File: src/rtl/rxr_pkg.sv
package rxr_pkg;
    localparam int DW        = 8;
    localparam int HDR_BYTES = 4;

    localparam logic [2:0] A_FIRST = 3'd0;
    localparam logic [2:0] A_END   = 3'd1;
    localparam logic [2:0] A_BNDRY = 3'd2;
    localparam logic [2:0] A_CURR  = 3'd3;
    localparam logic [2:0] A_CTRL  = 3'd4;
    localparam logic [2:0] A_STAT  = 3'd5;
    localparam logic [2:0] A_MISS  = 3'd6;

    typedef enum logic [1:0] {ST_IDLE, ST_DATA, ST_DROP, ST_HDR} fsm_e;
endpackage

File: src/rtl/rxr_page_adv.sv
module rxr_page_adv #(
    parameter int PAGE_W = 8
) (
    input  logic [PAGE_W-1:0] cur,
    input  logic [PAGE_W-1:0] first,
    input  logic [PAGE_W-1:0] last_excl,
    output logic [PAGE_W-1:0] nxt
);
    logic [PAGE_W-1:0] inc;
    always_comb begin
        inc = cur + 1'b1;
        nxt = (inc == last_excl) ? first : inc;
    end
endmodule

File: src/rtl/rxr_regs.sv
module rxr_regs
    import rxr_pkg::*;
#(
    parameter int PAGE_W = 8,
    parameter int MISS_W = 8,
    parameter logic [PAGE_W-1:0] FIRST_RST = 8'h46,
    parameter logic [PAGE_W-1:0] END_RST   = 8'h80
) (
    input  logic              clk,
    input  logic              rst_n,
    input  logic              reg_wr,
    input  logic [2:0]        reg_addr,
    input  logic [DW-1:0]     reg_wdata,
    output logic [DW-1:0]     reg_rdata,
    input  logic              ev_stored,
    input  logic              ev_missed,
    input  logic              ev_ovw,
    input  logic              curr_ld,
    input  logic [PAGE_W-1:0] curr_nx,
    output logic [PAGE_W-1:0] first_o,
    output logic [PAGE_W-1:0] end_o,
    output logic [PAGE_W-1:0] bndry_o,
    output logic [PAGE_W-1:0] curr_o,
    output logic              mon_o,
    output logic [3:0]        flags_o,
    output logic [MISS_W-1:0] miss_o
);
    localparam logic [MISS_W-1:0] MISS_MAX = '1;

    typedef struct packed {
        logic [PAGE_W-1:0] first;
        logic [PAGE_W-1:0] last_excl;
        logic [PAGE_W-1:0] bndry;
        logic [PAGE_W-1:0] curr;
        logic              mon;
        logic              f_stored;
        logic              f_missed;
        logic              f_ovw;
        logic              halted;
        logic [MISS_W-1:0] miss;
    } regs_t;

    regs_t r_d, r_q;
    logic  wr_bndry, wr_stat, wr_miss;
    logic  any_miss;

    always_comb begin
        r_d      = r_q;
        wr_bndry = reg_wr && (reg_addr == A_BNDRY);
        wr_stat  = reg_wr && (reg_addr == A_STAT);
        wr_miss  = reg_wr && (reg_addr == A_MISS);
        any_miss = ev_missed || ev_ovw;

        if (reg_wr && reg_addr == A_FIRST) r_d.first     = reg_wdata[PAGE_W-1:0];
        if (reg_wr && reg_addr == A_END)   r_d.last_excl = reg_wdata[PAGE_W-1:0];
        if (reg_wr && reg_addr == A_CTRL)  r_d.mon       = reg_wdata[0];
        if (wr_bndry) begin
            r_d.bndry = reg_wdata[PAGE_W-1:0];
            if (reg_wdata[PAGE_W-1:0] != r_q.bndry) r_d.halted = 1'b0;
        end
        if (reg_wr && reg_addr == A_CURR) r_d.curr = reg_wdata[PAGE_W-1:0];
        if (curr_ld)                      r_d.curr = curr_nx;

        if (wr_stat) begin
            if (reg_wdata[0]) r_d.f_stored = 1'b0;
            if (reg_wdata[1]) r_d.f_missed = 1'b0;
            if (reg_wdata[2]) r_d.f_ovw    = 1'b0;
        end
        if (ev_stored) r_d.f_stored = 1'b1;
        if (any_miss)  r_d.f_missed = 1'b1;
        if (ev_ovw) begin
            r_d.f_ovw  = 1'b1;
            r_d.halted = 1'b1;
        end

        if (wr_miss) r_d.miss = '0;
        if (any_miss && r_d.miss != MISS_MAX) r_d.miss = r_d.miss + 1'b1;
    end

    always_ff @(posedge clk or negedge rst_n) begin
        if (!rst_n) begin
            r_q           <= '0;
            r_q.first     <= FIRST_RST;
            r_q.last_excl <= END_RST;
            r_q.bndry     <= FIRST_RST;
            r_q.curr      <= FIRST_RST + 1'b1;
        end else begin
            r_q <= r_d;
        end
    end

    always_comb begin
        case (reg_addr)
            A_FIRST: reg_rdata = DW'(r_q.first);
            A_END:   reg_rdata = DW'(r_q.last_excl);
            A_BNDRY: reg_rdata = DW'(r_q.bndry);
            A_CURR:  reg_rdata = DW'(r_q.curr);
            A_CTRL:  reg_rdata = DW'(r_q.mon);
            A_STAT:  reg_rdata = DW'({r_q.halted, r_q.f_ovw, r_q.f_missed, r_q.f_stored});
            A_MISS:  reg_rdata = DW'(r_q.miss);
            default: reg_rdata = '0;
        endcase
    end

    assign first_o = r_q.first;
    assign end_o   = r_q.last_excl;
    assign bndry_o = r_q.bndry;
    assign curr_o  = r_q.curr;
    assign mon_o   = r_q.mon;
    assign flags_o = {r_q.halted, r_q.f_ovw, r_q.f_missed, r_q.f_stored};
    assign miss_o  = r_q.miss;
endmodule

File: src/rtl/rxr_frame.sv
module rxr_frame
    import rxr_pkg::*;
#(
    parameter int PAGE_W = 8,
    parameter int OFF_W  = 8,
    parameter int LEN_W  = 16
) (
    input  logic                    clk,
    input  logic                    rst_n,
    input  logic                    rx_valid,
    input  logic [DW-1:0]           rx_data,
    input  logic                    rx_last,
    input  logic [DW-1:0]           rx_status,
    input  logic [PAGE_W-1:0]       first,
    input  logic [PAGE_W-1:0]       last_excl,
    input  logic [PAGE_W-1:0]       bndry,
    input  logic [PAGE_W-1:0]       curr,
    input  logic                    mon,
    input  logic                    halted,
    output logic                    ram_we,
    output logic [PAGE_W+OFF_W-1:0] ram_addr,
    output logic [DW-1:0]           ram_wdata,
    output logic                    ev_stored,
    output logic                    ev_missed,
    output logic                    ev_ovw,
    output logic                    curr_ld,
    output logic [PAGE_W-1:0]       curr_nx
);
    localparam int ADDR_W = PAGE_W + OFF_W;
    localparam logic [OFF_W-1:0] DATA_OFF = OFF_W'(HDR_BYTES);

    typedef struct packed {
        fsm_e              st;
        logic [PAGE_W-1:0] page;
        logic [OFF_W-1:0]  off;
        logic [LEN_W-1:0]  len;
        logic [PAGE_W-1:0] nxt_pg;
        logic [DW-1:0]     stat;
        logic [1:0]        hidx;
        logic              we;
        logic [ADDR_W-1:0] addr;
        logic [DW-1:0]     wd;
    } frm_t;

    frm_t f_d, f_q;

    logic [PAGE_W-1:0] b_pg, adv_pg;
    logic [OFF_W-1:0]  b_off;
    logic [LEN_W-1:0]  b_len;
    logic              take;

    rxr_page_adv #(.PAGE_W(PAGE_W)) u_adv (
        .cur      (b_pg),
        .first    (first),
        .last_excl(last_excl),
        .nxt      (adv_pg)
    );

    always_comb begin
        f_d       = f_q;
        f_d.we    = 1'b0;
        ev_stored = 1'b0;
        ev_missed = 1'b0;
        ev_ovw    = 1'b0;
        curr_ld   = 1'b0;
        curr_nx   = f_q.nxt_pg;
        take      = 1'b0;

        if (f_q.st == ST_IDLE) begin
            b_pg  = curr;
            b_off = DATA_OFF;
            b_len = '0;
        end else begin
            b_pg  = f_q.page;
            b_off = f_q.off;
            b_len = f_q.len;
        end

        case (f_q.st)
            ST_IDLE: begin
                if (rx_valid) begin
                    if (mon || halted) begin
                        ev_missed = 1'b1;
                        f_d.st    = rx_last ? ST_IDLE : ST_DROP;
                    end else begin
                        take = 1'b1;
                    end
                end
            end
            ST_DATA: take = rx_valid;
            ST_DROP: if (rx_valid && rx_last) f_d.st = ST_IDLE;
            ST_HDR: begin
                f_d.we   = 1'b1;
                f_d.addr = {curr, OFF_W'(f_q.hidx)};
                case (f_q.hidx)
                    2'd0:    f_d.wd = f_q.stat;
                    2'd1:    f_d.wd = DW'(f_q.nxt_pg);
                    2'd2:    f_d.wd = f_q.len[7:0];
                    default: f_d.wd = f_q.len[15:8];
                endcase
                f_d.hidx = f_q.hidx + 1'b1;
                if (f_q.hidx == 2'd3) begin
                    f_d.st    = ST_IDLE;
                    curr_ld   = 1'b1;
                    ev_stored = 1'b1;
                end
            end
            default: f_d.st = ST_IDLE;
        endcase

        if (take) begin
            f_d.we   = 1'b1;
            f_d.addr = {b_pg, b_off};
            f_d.wd   = rx_data;
            f_d.len  = b_len + 1'b1;
            f_d.page = b_pg;
            if (rx_last) begin
                if (!rx_status[0]) begin
                    f_d.st = ST_IDLE;
                end else if (adv_pg == bndry) begin
                    ev_ovw = 1'b1;
                    f_d.st = ST_IDLE;
                end else begin
                    f_d.st     = ST_HDR;
                    f_d.nxt_pg = adv_pg;
                    f_d.stat   = rx_status;
                    f_d.len    = b_len + LEN_W'(HDR_BYTES + 1);
                    f_d.hidx   = '0;
                end
            end else if (&b_off) begin
                if (adv_pg == bndry) begin
                    ev_ovw = 1'b1;
                    f_d.st = ST_DROP;
                end else begin
                    f_d.st   = ST_DATA;
                    f_d.page = adv_pg;
                    f_d.off  = '0;
                end
            end else begin
                f_d.st  = ST_DATA;
                f_d.off = b_off + 1'b1;
            end
        end
    end

    always_ff @(posedge clk or negedge rst_n) begin
        if (!rst_n) begin
            f_q    <= '0;
            f_q.st <= ST_IDLE;
        end else begin
            f_q <= f_d;
        end
    end

    assign ram_we    = f_q.we;
    assign ram_addr  = f_q.addr;
    assign ram_wdata = f_q.wd;
endmodule

File: src/rtl/rxring_mgr.sv
module rxring_mgr
    import rxr_pkg::*;
#(
    parameter int PAGE_W = 8,
    parameter int OFF_W  = 8,
    parameter int LEN_W  = 16,
    parameter int MISS_W = 8,
    parameter logic [PAGE_W-1:0] FIRST_RST = 8'h46,
    parameter logic [PAGE_W-1:0] END_RST   = 8'h80
) (
    input  logic                    clk,
    input  logic                    rst_n,
    input  logic                    reg_wr,
    input  logic [2:0]              reg_addr,
    input  logic [7:0]              reg_wdata,
    output logic [7:0]              reg_rdata,
    input  logic                    rx_valid,
    input  logic [7:0]              rx_data,
    input  logic                    rx_last,
    input  logic [7:0]              rx_status,
    output logic                    ram_we,
    output logic [PAGE_W+OFF_W-1:0] ram_addr,
    output logic [7:0]              ram_wdata
);
    logic [PAGE_W-1:0] first_w, end_w, bndry_w, curr_w, curr_nx_w;
    logic              mon_w, ev_stored_w, ev_missed_w, ev_ovw_w, curr_ld_w;
    logic [3:0]        flags_w;
    logic [MISS_W-1:0] miss_w;

    rxr_regs #(
        .PAGE_W(PAGE_W), .MISS_W(MISS_W),
        .FIRST_RST(FIRST_RST), .END_RST(END_RST)
    ) u_regs (
        .clk(clk), .rst_n(rst_n),
        .reg_wr(reg_wr), .reg_addr(reg_addr), .reg_wdata(reg_wdata), .reg_rdata(reg_rdata),
        .ev_stored(ev_stored_w), .ev_missed(ev_missed_w), .ev_ovw(ev_ovw_w),
        .curr_ld(curr_ld_w), .curr_nx(curr_nx_w),
        .first_o(first_w), .end_o(end_w), .bndry_o(bndry_w), .curr_o(curr_w),
        .mon_o(mon_w), .flags_o(flags_w), .miss_o(miss_w)
    );

    rxr_frame #(.PAGE_W(PAGE_W), .OFF_W(OFF_W), .LEN_W(LEN_W)) u_frame (
        .clk(clk), .rst_n(rst_n),
        .rx_valid(rx_valid), .rx_data(rx_data), .rx_last(rx_last), .rx_status(rx_status),
        .first(first_w), .last_excl(end_w), .bndry(bndry_w), .curr(curr_w),
        .mon(mon_w), .halted(flags_w[3]),
        .ram_we(ram_we), .ram_addr(ram_addr), .ram_wdata(ram_wdata),
        .ev_stored(ev_stored_w), .ev_missed(ev_missed_w), .ev_ovw(ev_ovw_w),
        .curr_ld(curr_ld_w), .curr_nx(curr_nx_w)
    );
endmodule

File: config.mk
export PLATFORM = sky130hd
export DESIGN_NAME = rxring_mgr
export DESIGN_NICKNAME = d
export VERILOG_FILES = /design/src/rtl/rxr_pkg.sv /design/src/rtl/rxr_page_adv.sv /design/src/rtl/rxr_regs.sv /design/src/rtl/rxr_frame.sv /design/src/rtl/rxring_mgr.sv
export SDC_FILE = /design/constraint.sdc
export NUM_CORES = 1
export LEC_CHECK = 0
export BUFFER_PORTS_ARGS = -buffer_cell sky130_fd_sc_hd__buf_2
export CORE_MARGIN = 10
export CORE_UTILIZATION = 35
export DETAILED_ROUTE_END_ITERATION = 8
export SKIP_CTS_REPAIR_TIMING = 1
export SYNTH_ARGS = -nofsm -noshare
export SYNTH_HDL_FRONTEND = slang
export SYNTH_HIERARCHICAL = 1
export SYNTH_SLANG_ARGS = --single-unit
File: constraint.sdc
create_clock -name clk -period 10.1 [get_ports clk]
set_input_delay 1.01 -clock clk [delete_from_list [all_inputs] [get_ports clk]]
set_output_delay 1.01 -clock clk [all_outputs]
set_load 0.01 [all_outputs]
==> metrics.txt <==
status finished, final reports clean; HP Class flip-flop to flip-flop; vias approximately 5,400; net count of the finished layout 781; CTS tree yes; Wirelength per Cell 18.3 um; WP data arrival slightly below 6 ns; Seq/Total Area, Yosys 43.3%; Synth Flop Type dfrtp_1; critical path startpoint category flip-flop; Detailed Place HPWL about 13,000 um; placer congestion estimate about 0.89; total CTS buffers 17; Die Area roughly 0.026 mm2; top cell type by total area after synthesis dfrtp_1; Max-slew headroom 37.0%; worst hold start u_frame/f_q[27]; cell leakage power roughly 3.6 nW; global-route wire length before repair between 30,000 and 40,000 um; Total Wirelength between 15,000 and 20,000 um; met2 WL post-DR around 8600 um; reg2reg start u_frame/f_q[75]; Fillers between 1,500 and 2,000; Setup Skew between 0.007 and 0.008 ns; Final Util 40.9%; Critical Path Sink Type flip-flop; Worst Hold Path Cells 1; PwrDens between 300 and 400 mW/mm2; FMAX 0.182 GHz; Post-Route M1 WL 8720 um; max layer used met4; Synth top cells by count nand2_1 (114), dfrtp_1 (111), o21ai_0 (45); Hold Path Sink u_frame/f_q[27]; combinational share of power 39.3%; number of I/O pins 65; Cell Rows 51; post-synthesis cell count 721; Area growth, synth to finish 13.6%; Global Route Usage Sum between 10 and 15%; Max Slew Vio Count 0; Int Power 1.53 mW; met3 WL just over 1000 um; count of final setup violators 0; syn avg cell area about 9.8 um2; Setup CP Type flip-flop to flip-flop; Final min period 5.50 ns; total power 2.53 mW; Seq pwr share 33.2%; Worst Reg-to-Reg Cells 15; core region area 0.0197 mm2; root buffer cell clkbuf_16; flops & latches, synth approximately 120; Post-Syn Area 0.00707 mm2; DRT iter0 DRCs 364; Starting Density 36.0%; Sink Count around 120; drt first pass iters 7; Worst Path Required between 10 and 15 ns; Die W approximately 160 um; Sw Ratio slightly below 40%; Design Area, Final about 0.0080 mm2; buffers added on ports 64; VDD IR max around 97 uV; layout cells sized above 1 between 20 and 25%; Post-synth EDFFs 0; vias in the first global route between 5,000 and 6,000; RSZ-0062 raised after global routing no; CP Max Fanout 33; chip height 162 um; MaxCap Viol Count 0; Hold Violations, Final 0; Skew-Pair Late Insertion Delay 0.42 ns; final setup TNS 0 ns; ranking of synthesized cells by area dfrtp_1 (39%), mux2_2 (7.0%), nand2_1 (6.0%); H-tree Lvls 4; ys async rst share 100%; Congestion Overflow GR 0; FF-to-FF End u_frame/f_q[63]; Clk pin slew, worst setup/hold paths 0.06 ns; final antenna-violating net count 0; initial antenna violation count 0; net switching power 0.995 mW; ANT cells 0; dpl cell area approximately 0.0074 mm2; reg2reg setup slack between 4 and 5 ns; Worst-Margin Slew 0.938 ns; DRC 0; clock share of power roughly 28%; largest net degree at the start of global routing 46; Synth top area share around two fifths; most common cell in the netlist nand2_1; Netlist cell types a little under 70; Final period util between 50% and 60%; Max Root-Sink Buffers 2; vias per cell about 5.3; Ys Warns 6; Mapped Nets about 760
==> state kept, by name (all words and copies together) (netlist names), 4 cells and up <==
name	flops
u_frame/ram_addr	16
u_regs/curr_o	8
u_regs/end_o	8
u_regs/miss_o	8
u_frame/f_q	44
u_regs/flags_o	4
u_regs/first_o	8
u_regs/bndry_o	8
u_frame/curr_nx	8
u_frame/ram_wdata	8
==> kinds of logic after synthesis <==
group	share of synthesized area, %
compound gates	14.4
xor+xnor	4.65
fa+ha+maj	1.41
buf+inv	6.74
flops	43.3
mux	12.9
simple gates	16.5
==> critical path, stage by stage (launching register included) <==
cell,delay (ns)
dfrtp_1,0.48
or2_2,0.59
nand2_1,0.17
nand2_1,0.20
ha_1,0.31
xnor2_1,0.26
xor2_1,0.20
nand4_2,0.22
nor4_4,0.57
mux2_2,0.43
xor2_1,0.16
nor4_2,0.51
nand2_1,0.10
o21ai_1,0.76
o21ai_0,0.21
a22o_1,0.21
==> power by group through the flow <==
stage | clock [mW] | sequential [mW] | combinational (mW)
2_1_floorplan | 0 | 0.774 | 0.819
3_5_place_dp | 0 | 0.846 | 0.985
6_report | 0.694 | 0.840 | 0.993
4_1_cts | 0.706 | 0.840 | 0.992
5_1_grt | 0.731 | 0.865 | 1.10
3_3_place_gp | 0 | 0.844 | 0.974
==> through the flow <==
step           instances  hold WS [ns]  worst slack (ns)
2_1_floorplan        721         0.434              5.33
3_3_place_gp         987         0.450              4.88
3_5_place_dp         987         0.456              4.71
4_1_cts             1019         0.473              4.66
5_1_grt             1019         0.494              4.25
6_report            1019         0.472              4.60
==> per-layer routing <==
| metal | track usage [%] | up-vias |
|---|---|---|
| met5 | 0 | - |
| met4 | 4.88 | 0 |
| met3 | 3.72 | 17 |
| met2 | 22.0 | 145 |
| met1 | 19.2 | 2650 |
| li1 | - | 2602 |
==> final cells by class <==
class	count	area, um2	area share, %
inverters	16	60.1	0.747
multi-input cells	514	3530	44.0
clock inverters	15	249	3.10
well taps	265	332	4.13
clock buffers	17	425	5.29
flip-flops and latches	122	3070	38.2
repair buffers	70	368	4.58
==> worst max-delay path by stage <==
stage,start,end,slack (ns)
6_report,u_frame/f_q[75],u_frame/f_q[63],4.60
4_1_cts,u_frame/f_q[75],u_frame/f_q[63],4.66
3_5_place_dp,u_frame/f_q[75],u_regs/miss_o[3],4.71
2_1_floorplan,u_frame/f_q[76],u_regs/miss_o[3],5.33
3_3_place_gp,u_frame/f_q[75],u_regs/miss_o[3],4.88
5_1_grt,u_frame/f_q[75],u_frame/f_q[63],4.25
==> layout by cell type (no fill, tap or decap), types with 16 or more instances in the layout <==
| cell | n |
|---|---|
| nand2_1 | 114 |
| dfrtp_1 | 111 |
| buf_2 | 63 |
| o21ai_0 | 44 |
| mux2_2 | 44 |
| nor2_1 | 42 |
| a21oi_1 | 30 |
| mux2i_1 | 24 |
| xnor2_1 | 22 |
| a22oi_1 | 21 |
| clkbuf_16 | 17 |
| inv_1 | 16 |
Note: power is estimated with default switching activity, not from simulation.
